`src/rtl/dma_irq_pkg.sv`:
```
package dma_irq_pkg;
  localparam int unsigned ADDR_ENABLE = 0;
  localparam int unsigned ADDR_STATUS = 1;

  typedef enum logic [1:0] {
    OP_IDLE  = 2'd0,
    OP_READ  = 2'd1,
    OP_WRITE = 2'd2
  } bus_op_e;
endpackage

```
`src/rtl/dma_irq_pend_bank.sv`:
```
module dma_irq_pend_bank #(
  parameter int unsigned STAT_W = 32
) (
  input  logic              clk,
  input  logic              rst,
  input  logic [STAT_W-1:0] set_vec,
  input  logic [STAT_W-1:0] clr_vec,
  output logic [STAT_W-1:0] pend_q
);
  genvar b;
  generate
    for (b = 0; b < STAT_W; b++) begin : g_bit
      always_ff @(posedge clk) begin
        if (rst)
          pend_q[b] <= 1'b0;
        else if (set_vec[b])
          pend_q[b] <= 1'b1;
        else if (clr_vec[b])
          pend_q[b] <= 1'b0;
      end
    end
  endgenerate
endmodule

```
`src/rtl/dma_irq_regif.sv`:
```
module dma_irq_regif
  import dma_irq_pkg::*;
#(
  parameter int unsigned STAT_W = 32,
  parameter int unsigned ADDR_W = 2
) (
  input  logic              clk,
  input  logic              rst,
  input  logic              sel,
  input  logic              we,
  input  logic [ADDR_W-1:0] addr,
  input  logic [STAT_W-1:0] wdata,
  input  logic [STAT_W-1:0] pend_q,
  output logic [STAT_W-1:0] en_q,
  output logic [STAT_W-1:0] clr_vec,
  output logic [STAT_W-1:0] rdata_q
);
  bus_op_e op;
  logic    hit_en;
  logic    hit_st;

  always_comb begin
    if (!sel)    op = OP_IDLE;
    else if (we) op = OP_WRITE;
    else         op = OP_READ;
    hit_en  = (addr == ADDR_W'(ADDR_ENABLE));
    hit_st  = (addr == ADDR_W'(ADDR_STATUS));
    clr_vec = (op == OP_WRITE && hit_st) ? wdata : '0;
  end

  always_ff @(posedge clk) begin
    if (rst)
      en_q <= '0;
    else if (op == OP_WRITE && hit_en)
      en_q <= wdata;
  end

  always_ff @(posedge clk) begin
    if (rst)
      rdata_q <= '0;
    else if (op == OP_READ) begin
      if (hit_en)      rdata_q <= en_q;
      else if (hit_st) rdata_q <= pend_q;
      else             rdata_q <= '0;
    end
  end
endmodule

```
`src/rtl/dma_irq_pick.sv`:
```
module dma_irq_pick #(
  parameter int unsigned CH_PER_GROUP = 8,
  localparam int unsigned STAT_W = 4 * CH_PER_GROUP,
  localparam int unsigned NCH    = 2 * CH_PER_GROUP,
  localparam int unsigned CHW    = $clog2(CH_PER_GROUP)
) (
  input  logic [STAT_W-1:0] pend_q,
  input  logic [STAT_W-1:0] en_q,
  output logic              valid,
  output logic              is_ded,
  output logic [CHW-1:0]    chan
);
  logic [NCH-1:0] done_req;

  genvar k;
  generate
    for (k = 0; k < NCH; k++) begin : g_req
      assign done_req[k] = pend_q[2*k+1] & en_q[2*k+1];
    end
  endgenerate

  always_comb begin
    valid  = 1'b0;
    is_ded = 1'b0;
    chan   = '0;
    for (int i = NCH - 1; i >= 0; i--) begin
      if (done_req[i]) begin
        valid  = 1'b1;
        is_ded = (i >= CH_PER_GROUP);
        chan   = CHW'(i % CH_PER_GROUP);
      end
    end
  end
endmodule

```
`src/rtl/dma_irq_aggregator.sv`:
```
module dma_irq_aggregator #(
  parameter int unsigned CH_PER_GROUP = 8,
  parameter int unsigned ADDR_W       = 2,
  localparam int unsigned STAT_W = 4 * CH_PER_GROUP,
  localparam int unsigned HALF_W = 2 * CH_PER_GROUP,
  localparam int unsigned CHW    = $clog2(CH_PER_GROUP)
) (
  input  logic                    clk,
  input  logic                    rst,
  input  logic [CH_PER_GROUP-1:0] gen_half_i,
  input  logic [CH_PER_GROUP-1:0] gen_end_i,
  input  logic [CH_PER_GROUP-1:0] ded_half_i,
  input  logic [CH_PER_GROUP-1:0] ded_end_i,
  input  logic                    bus_sel_i,
  input  logic                    bus_we_i,
  input  logic [ADDR_W-1:0]       bus_addr_i,
  input  logic [STAT_W-1:0]       bus_wdata_i,
  output logic [STAT_W-1:0]       rd_data_o,
  output logic                    irq_o,
  output logic                    next_valid_o,
  output logic                    next_is_dedicated_o,
  output logic [CHW-1:0]          next_channel_o
);
  logic [STAT_W-1:0] set_vec;
  logic [STAT_W-1:0] clr_vec;
  logic [STAT_W-1:0] pend_q;
  logic [STAT_W-1:0] en_q;

  genvar c;
  generate
    for (c = 0; c < CH_PER_GROUP; c++) begin : g_pack
      assign set_vec[2*c]            = gen_half_i[c];
      assign set_vec[2*c+1]          = gen_end_i[c];
      assign set_vec[HALF_W+2*c]     = ded_half_i[c];
      assign set_vec[HALF_W+2*c+1]   = ded_end_i[c];
    end
  endgenerate

  dma_irq_pend_bank #(.STAT_W(STAT_W)) u_bank (
    .clk(clk), .rst(rst), .set_vec(set_vec), .clr_vec(clr_vec), .pend_q(pend_q)
  );

  dma_irq_regif #(.STAT_W(STAT_W), .ADDR_W(ADDR_W)) u_regs (
    .clk(clk), .rst(rst), .sel(bus_sel_i), .we(bus_we_i), .addr(bus_addr_i),
    .wdata(bus_wdata_i), .pend_q(pend_q), .en_q(en_q), .clr_vec(clr_vec),
    .rdata_q(rd_data_o)
  );

  dma_irq_pick #(.CH_PER_GROUP(CH_PER_GROUP)) u_pick (
    .pend_q(pend_q), .en_q(en_q), .valid(next_valid_o),
    .is_ded(next_is_dedicated_o), .chan(next_channel_o)
  );

  always_ff @(posedge clk) begin
    if (rst) irq_o <= 1'b0;
    else     irq_o <= |(pend_q & en_q);
  end
endmodule

```
`config.mk`:
```
export PLATFORM = sky130hd
export DESIGN_NAME = dma_irq_aggregator
export DESIGN_NICKNAME = d
export VERILOG_FILES = /design/src/rtl/dma_irq_pkg.sv /design/src/rtl/dma_irq_pend_bank.sv /design/src/rtl/dma_irq_regif.sv /design/src/rtl/dma_irq_pick.sv /design/src/rtl/dma_irq_aggregator.sv
export SDC_FILE = /design/constraint.sdc
export NUM_CORES = 1
export LEC_CHECK = 0
export ABC_AREA = 1
export ABC_CLOCK_PERIOD_IN_PS = 2250
export BUFFER_PORTS_ARGS = -buffer_cell sky130_fd_sc_hd__buf_2
export CAP_MARGIN = 25
export CORE_MARGIN = 5
export CORE_UTILIZATION = 50
export DETAILED_ROUTE_END_ITERATION = 10
export HOLD_SLACK_MARGIN = 0.02
export PLACE_DENSITY = 0.73
export SETUP_SLACK_MARGIN = 0.15
export SYNTH_ARGS = -nofsm -noshare
export SYNTH_HDL_FRONTEND = slang
export SYNTH_SLANG_ARGS = --single-unit
```
`constraint.sdc`:
```
create_clock -name clk -period 2.25 [get_ports clk]
set_input_delay 0.225 -clock clk [delete_from_list [all_inputs] [get_ports clk]]
set_output_delay 0.225 -clock clk [all_outputs]
set_load 0.03 [all_outputs]
```
==> summary.md <==
| Metric | Value |
|---|---|
| Share of power burned in combinational logic | `14.3%` |
| Initial antenna violation count | `0` |
| Clock Power Share | `36.4%` |
| Fin nets | `746` |
| Maximum fanout along the worst path | `2` |
| Diodes inserted | `0` |
| Wire length of the first global-routing pass | `18000 um` |
| Leak | `2.57 nW` |
| Vertical die dimension | `102 um` |
| Core area | `8220 sq um` |
| Unrepaired setup endpoints after global routing | `true` |
| FF-to-FF Start | `u_regs.en_q[5]` |
| Seq cells post-synth | `97` |
| Area growth, synth to finish | `20.3%` |
| Arrival time worst endpoint | `1.74 ns` |
| Most common cell after layout, fill and taps aside | `sky130_fd_sc_hd__nor2_1` |
| DRT iter0 DRCs | `233` |
| Number of cell rows | `33` |
| Switching portion of total power | `27.4%` |
| Post-Synthesis Mean Instance Area | `7.23 sq um` |
| Number of flops mapped to enable cells by yosys | `0` |
| Number of optimization iterations in the first detailed-route pass | `4` |
| Share of flip-flops with an asynchronous set or reset after synthesis | `0%` |
| Total die area | `10400 sq um` |
| Maximum Capacitance Violations | `0` |
| Number of I/O port buffers | `107` |
| Number of cells produced by synthesis | `582` |
| Synth top area share | `46.1%` |
| Predominant post-synthesis flop cell | `sky130_fd_sc_hd__dfxtp_1` |
| Layout Cells excl Fill | `786` |
| Sink count of the clock tree | `97` |
| Synthesized net count | `652` |
| Critical Setup Path Class | `reg -> out` |
| Crit path capture type | `primary output` |
| Setup TNS | `0 ns` |
| Hold_buf cts | `0` |
| DP Cell Count | `769` |
| Worst R2R Path Depth | `8` |
| Required @ worst endpoint | `2.03 ns` |
| Die width | `102 um` |
| Total count of max-transition violations in the final report | `0` |
| Setup violation total in the final timing report | `0` |
| Internal portion of total power | `2.76 mW` |
| Count of endpoints failing hold in the final timing report | `0` |
| TritonCTS clock tree | `yes` |
| Vias per std cell | `5.12` |
| Largest net degree at the start of global routing | `43` |
| Slew at the pin with the worst max-slew slack | `0.851 ns` |
| Final period util | `87.4%` |
| RePlAce Congestion | `0.826` |
| Ports placed on the boundary | `108` |
| Worst VDD drop | `0.000331 V` |
| Count of unique library cells instantiated by Yosys | `28` |
| CTS buffer count | `9` |
| Clock tree root driver cell | `sky130_fd_sc_hd__clkbuf_8` |
| Cell depth of the worst hold path | `3` |
| GRT Util Overall | `22.2%` |
| Worst Hold Class | `in -> reg` |
| Cell type contributing the most total cell area after synthesis | `sky130_fd_sc_hd__dfxtp_1` |
| Final clock skew | `0.0118 ns` |
| Commonest cells after routing, fill and taps aside | `sky130_fd_sc_hd__nor2_1 (107), sky130_fd_sc_hd__buf_2 (106), sky130_fd_sc_hd__dfxtp_1 (95)` |
| Starting utilization of the core area | `51.2%` |
| Share of post-route cells with drive strength above 1 | `21.9%` |
| Grt total ovfl | `0` |
| Reg-to-reg critical path endpoint | `irq_o` |
| Insertion delay of the later-clocked pin in the worst-skew pair | `0.37 ns` |
| Detail-routed net length per standard cell | `14.2 um` |
| Synth area leaders | `sky130_fd_sc_hd__dfxtp_1 (46%), sky130_fd_sc_hd__nor2_1 (9.6%), sky130_fd_sc_hd__inv_1 (7.3%)` |
| Worst reg2reg setup slack | `0.83 ns` |
| Outcome | `completed` |
| Worst Hold Margin | `0.0598 ns` |
| Net switching power | `1.04 mW` |
| Pre-CTS WS | `0.515 ns` |
| Part of the total power dissipated in sequential elements | `49.3%` |
| Number of global-route vias before repair | `3811` |
| Fmax achieved | `508 MHz` |
| Worst Hold Launch | `gen_half_i[3]` |
| Part of the Yosys area used for sequential elements | `46.1%` |
| PwrDens | `750 nW/um^2` |
| Synth Cell Area | `4210 sq um` |
| Minimum period implied by the final worst setup slack | `1.97 ns` |
| Min-Delay Endpoint | `u_bank.pend_q[6]` |
| Final routed wirelength across all metal layers | `11200 um` |
| Number of remaining DRC errors | `0` |
| Final worst setup slack | `0.283 ns` |
| Final core utilization | `61.6%` |
| Synth Warn # | `0` |
| Clock tree buffer depth | `2` |
| Element type at the critical path start | `register` |
| Post-DP HPWL | `8000 um` |
| Remaining number of nets flagged by the antenna check after routing | `0` |
| Max-slew headroom | `43.2%` |
| Clock transition at the register clock pins on the worst setup and hold paths after CTS | `0.11 ns` |
| CTS H-tree depth | `3` |
| Number of vias in the routed layout | `4023` |
power by group through the flow:
stage               sequential (mW)  combinational (mW)  clock, mW
floorplan                      1.97               0.280          0
global placement               1.91               0.528          0
detailed placement             1.91               0.537          0
CTS                            1.87               0.540       1.41
global route                   1.89               0.604       1.47
finish                         1.87               0.545       1.38
flip-flops by register name, summed over array words and instances (netlist names):
| name | flops |
|---|---|
| u_regs.rdata_q | 32 |
| u_bank.pend_q | 32 |
| irq_o | 1 |
| u_regs.en_q | 32 |
Yosys cell counts, types with 2 or more instances:
cell and count:
sky130_fd_sc_hd__nor2_1 108, sky130_fd_sc_hd__dfxtp_1 97, sky130_fd_sc_hd__inv_1 82, sky130_fd_sc_hd__nand2_1 74, sky130_fd_sc_hd__o21ai_0 54, sky130_fd_sc_hd__a21oi_1 44
sky130_fd_sc_hd__a211oi_1 24, sky130_fd_sc_hd__a22o_1 20, sky130_fd_sc_hd__nand3_1 18, sky130_fd_sc_hd__buf_2 15, sky130_fd_sc_hd__clkbuf_1 14, sky130_fd_sc_hd__inv_2 5
sky130_fd_sc_hd__nor2_2 5, sky130_fd_sc_hd__o22ai_1 5, sky130_fd_sc_hd__a31oi_1 3, sky130_fd_sc_hd__buf_4 2
worst max-delay path by stage:
stage	to	depth (start not counted)	from	slack, ns
global route	next_channel_o[0]	17	u_bank.pend_q[31]	0.06
global placement	u_bank.pend_q[1]	6	bus_we_i	0.61
finish	next_channel_o[0]	17	u_bank.pend_q[31]	0.28
CTS	next_channel_o[0]	17	u_bank.pend_q[31]	0.19
detailed placement	u_bank.pend_q[2]	6	bus_we_i	0.52
floorplan	next_channel_o[2]	5	u_regs.en_q[21]	0.67
critical path, stage by stage, from the launching register on:
cell and delay [ns]:
sky130_fd_sc_hd__dfxtp_2 0.35, sky130_fd_sc_hd__nand2_1 0.07, sky130_fd_sc_hd__inv_1 0.05, sky130_fd_sc_hd__nand2_1 0.04
sky130_fd_sc_hd__nand2_1 0.05, sky130_fd_sc_hd__nand2_1 0.04, sky130_fd_sc_hd__nand2_1 0.05, sky130_fd_sc_hd__nand2_1 0.05
sky130_fd_sc_hd__nand2_1 0.05, sky130_fd_sc_hd__nand2_1 0.05, sky130_fd_sc_hd__nand2_1 0.05, sky130_fd_sc_hd__nand2_1 0.05
sky130_fd_sc_hd__nand2_1 0.05, sky130_fd_sc_hd__nand2_1 0.04, sky130_fd_sc_hd__nand2_1 0.05, sky130_fd_sc_hd__nand2_1 0.06
sky130_fd_sc_hd__a21oi_2 0.14, sky130_fd_sc_hd__buf_6 0.15
cell type report:
cell class | count | area, sq um
clock buffers | 9 | 124
clock inverters | 7 | 125
fillers | 784 | 3150
inverters | 87 | 327
multi-input cells | 365 | 1790
flip-flops and latches | 97 | 1940
well taps | 105 | 131
repair buffers | 116 | 622
kinds of logic after synthesis:
logic type / count (synthesis) / share of synthesized area, %
simple gates: 209 / 20.0
compound gates: 156 / 22.4
flops: 97 / 46.1
buf+inv: 120 / 11.5
repair_timing:
| item | CTS | global route |
|---|---|---|
| buffers inserted | 0 | 1 |
| endpoints found under the setup margin | 0 | 1 |
| resized for setup | 0 | 5 |
metrics by stage:
stage	total power [mW]	area [sq um]
after floorplan	2.25	4210
final	3.80	5060
after CTS	3.83	5050
after global placement	2.43	4800
after detailed placement	2.45	4800
after global routing	3.96	5060
metal layers:
metal	track usage, %	routed length (um)	up-vias
met5	0	0	-
met4	8.69	210	0
met3	2.89	806	16
met2	35.0	5040	143
met1	31.0	5100	1800
li1	-	-	2064
Note: power is estimated with default switching activity, not from simulation.
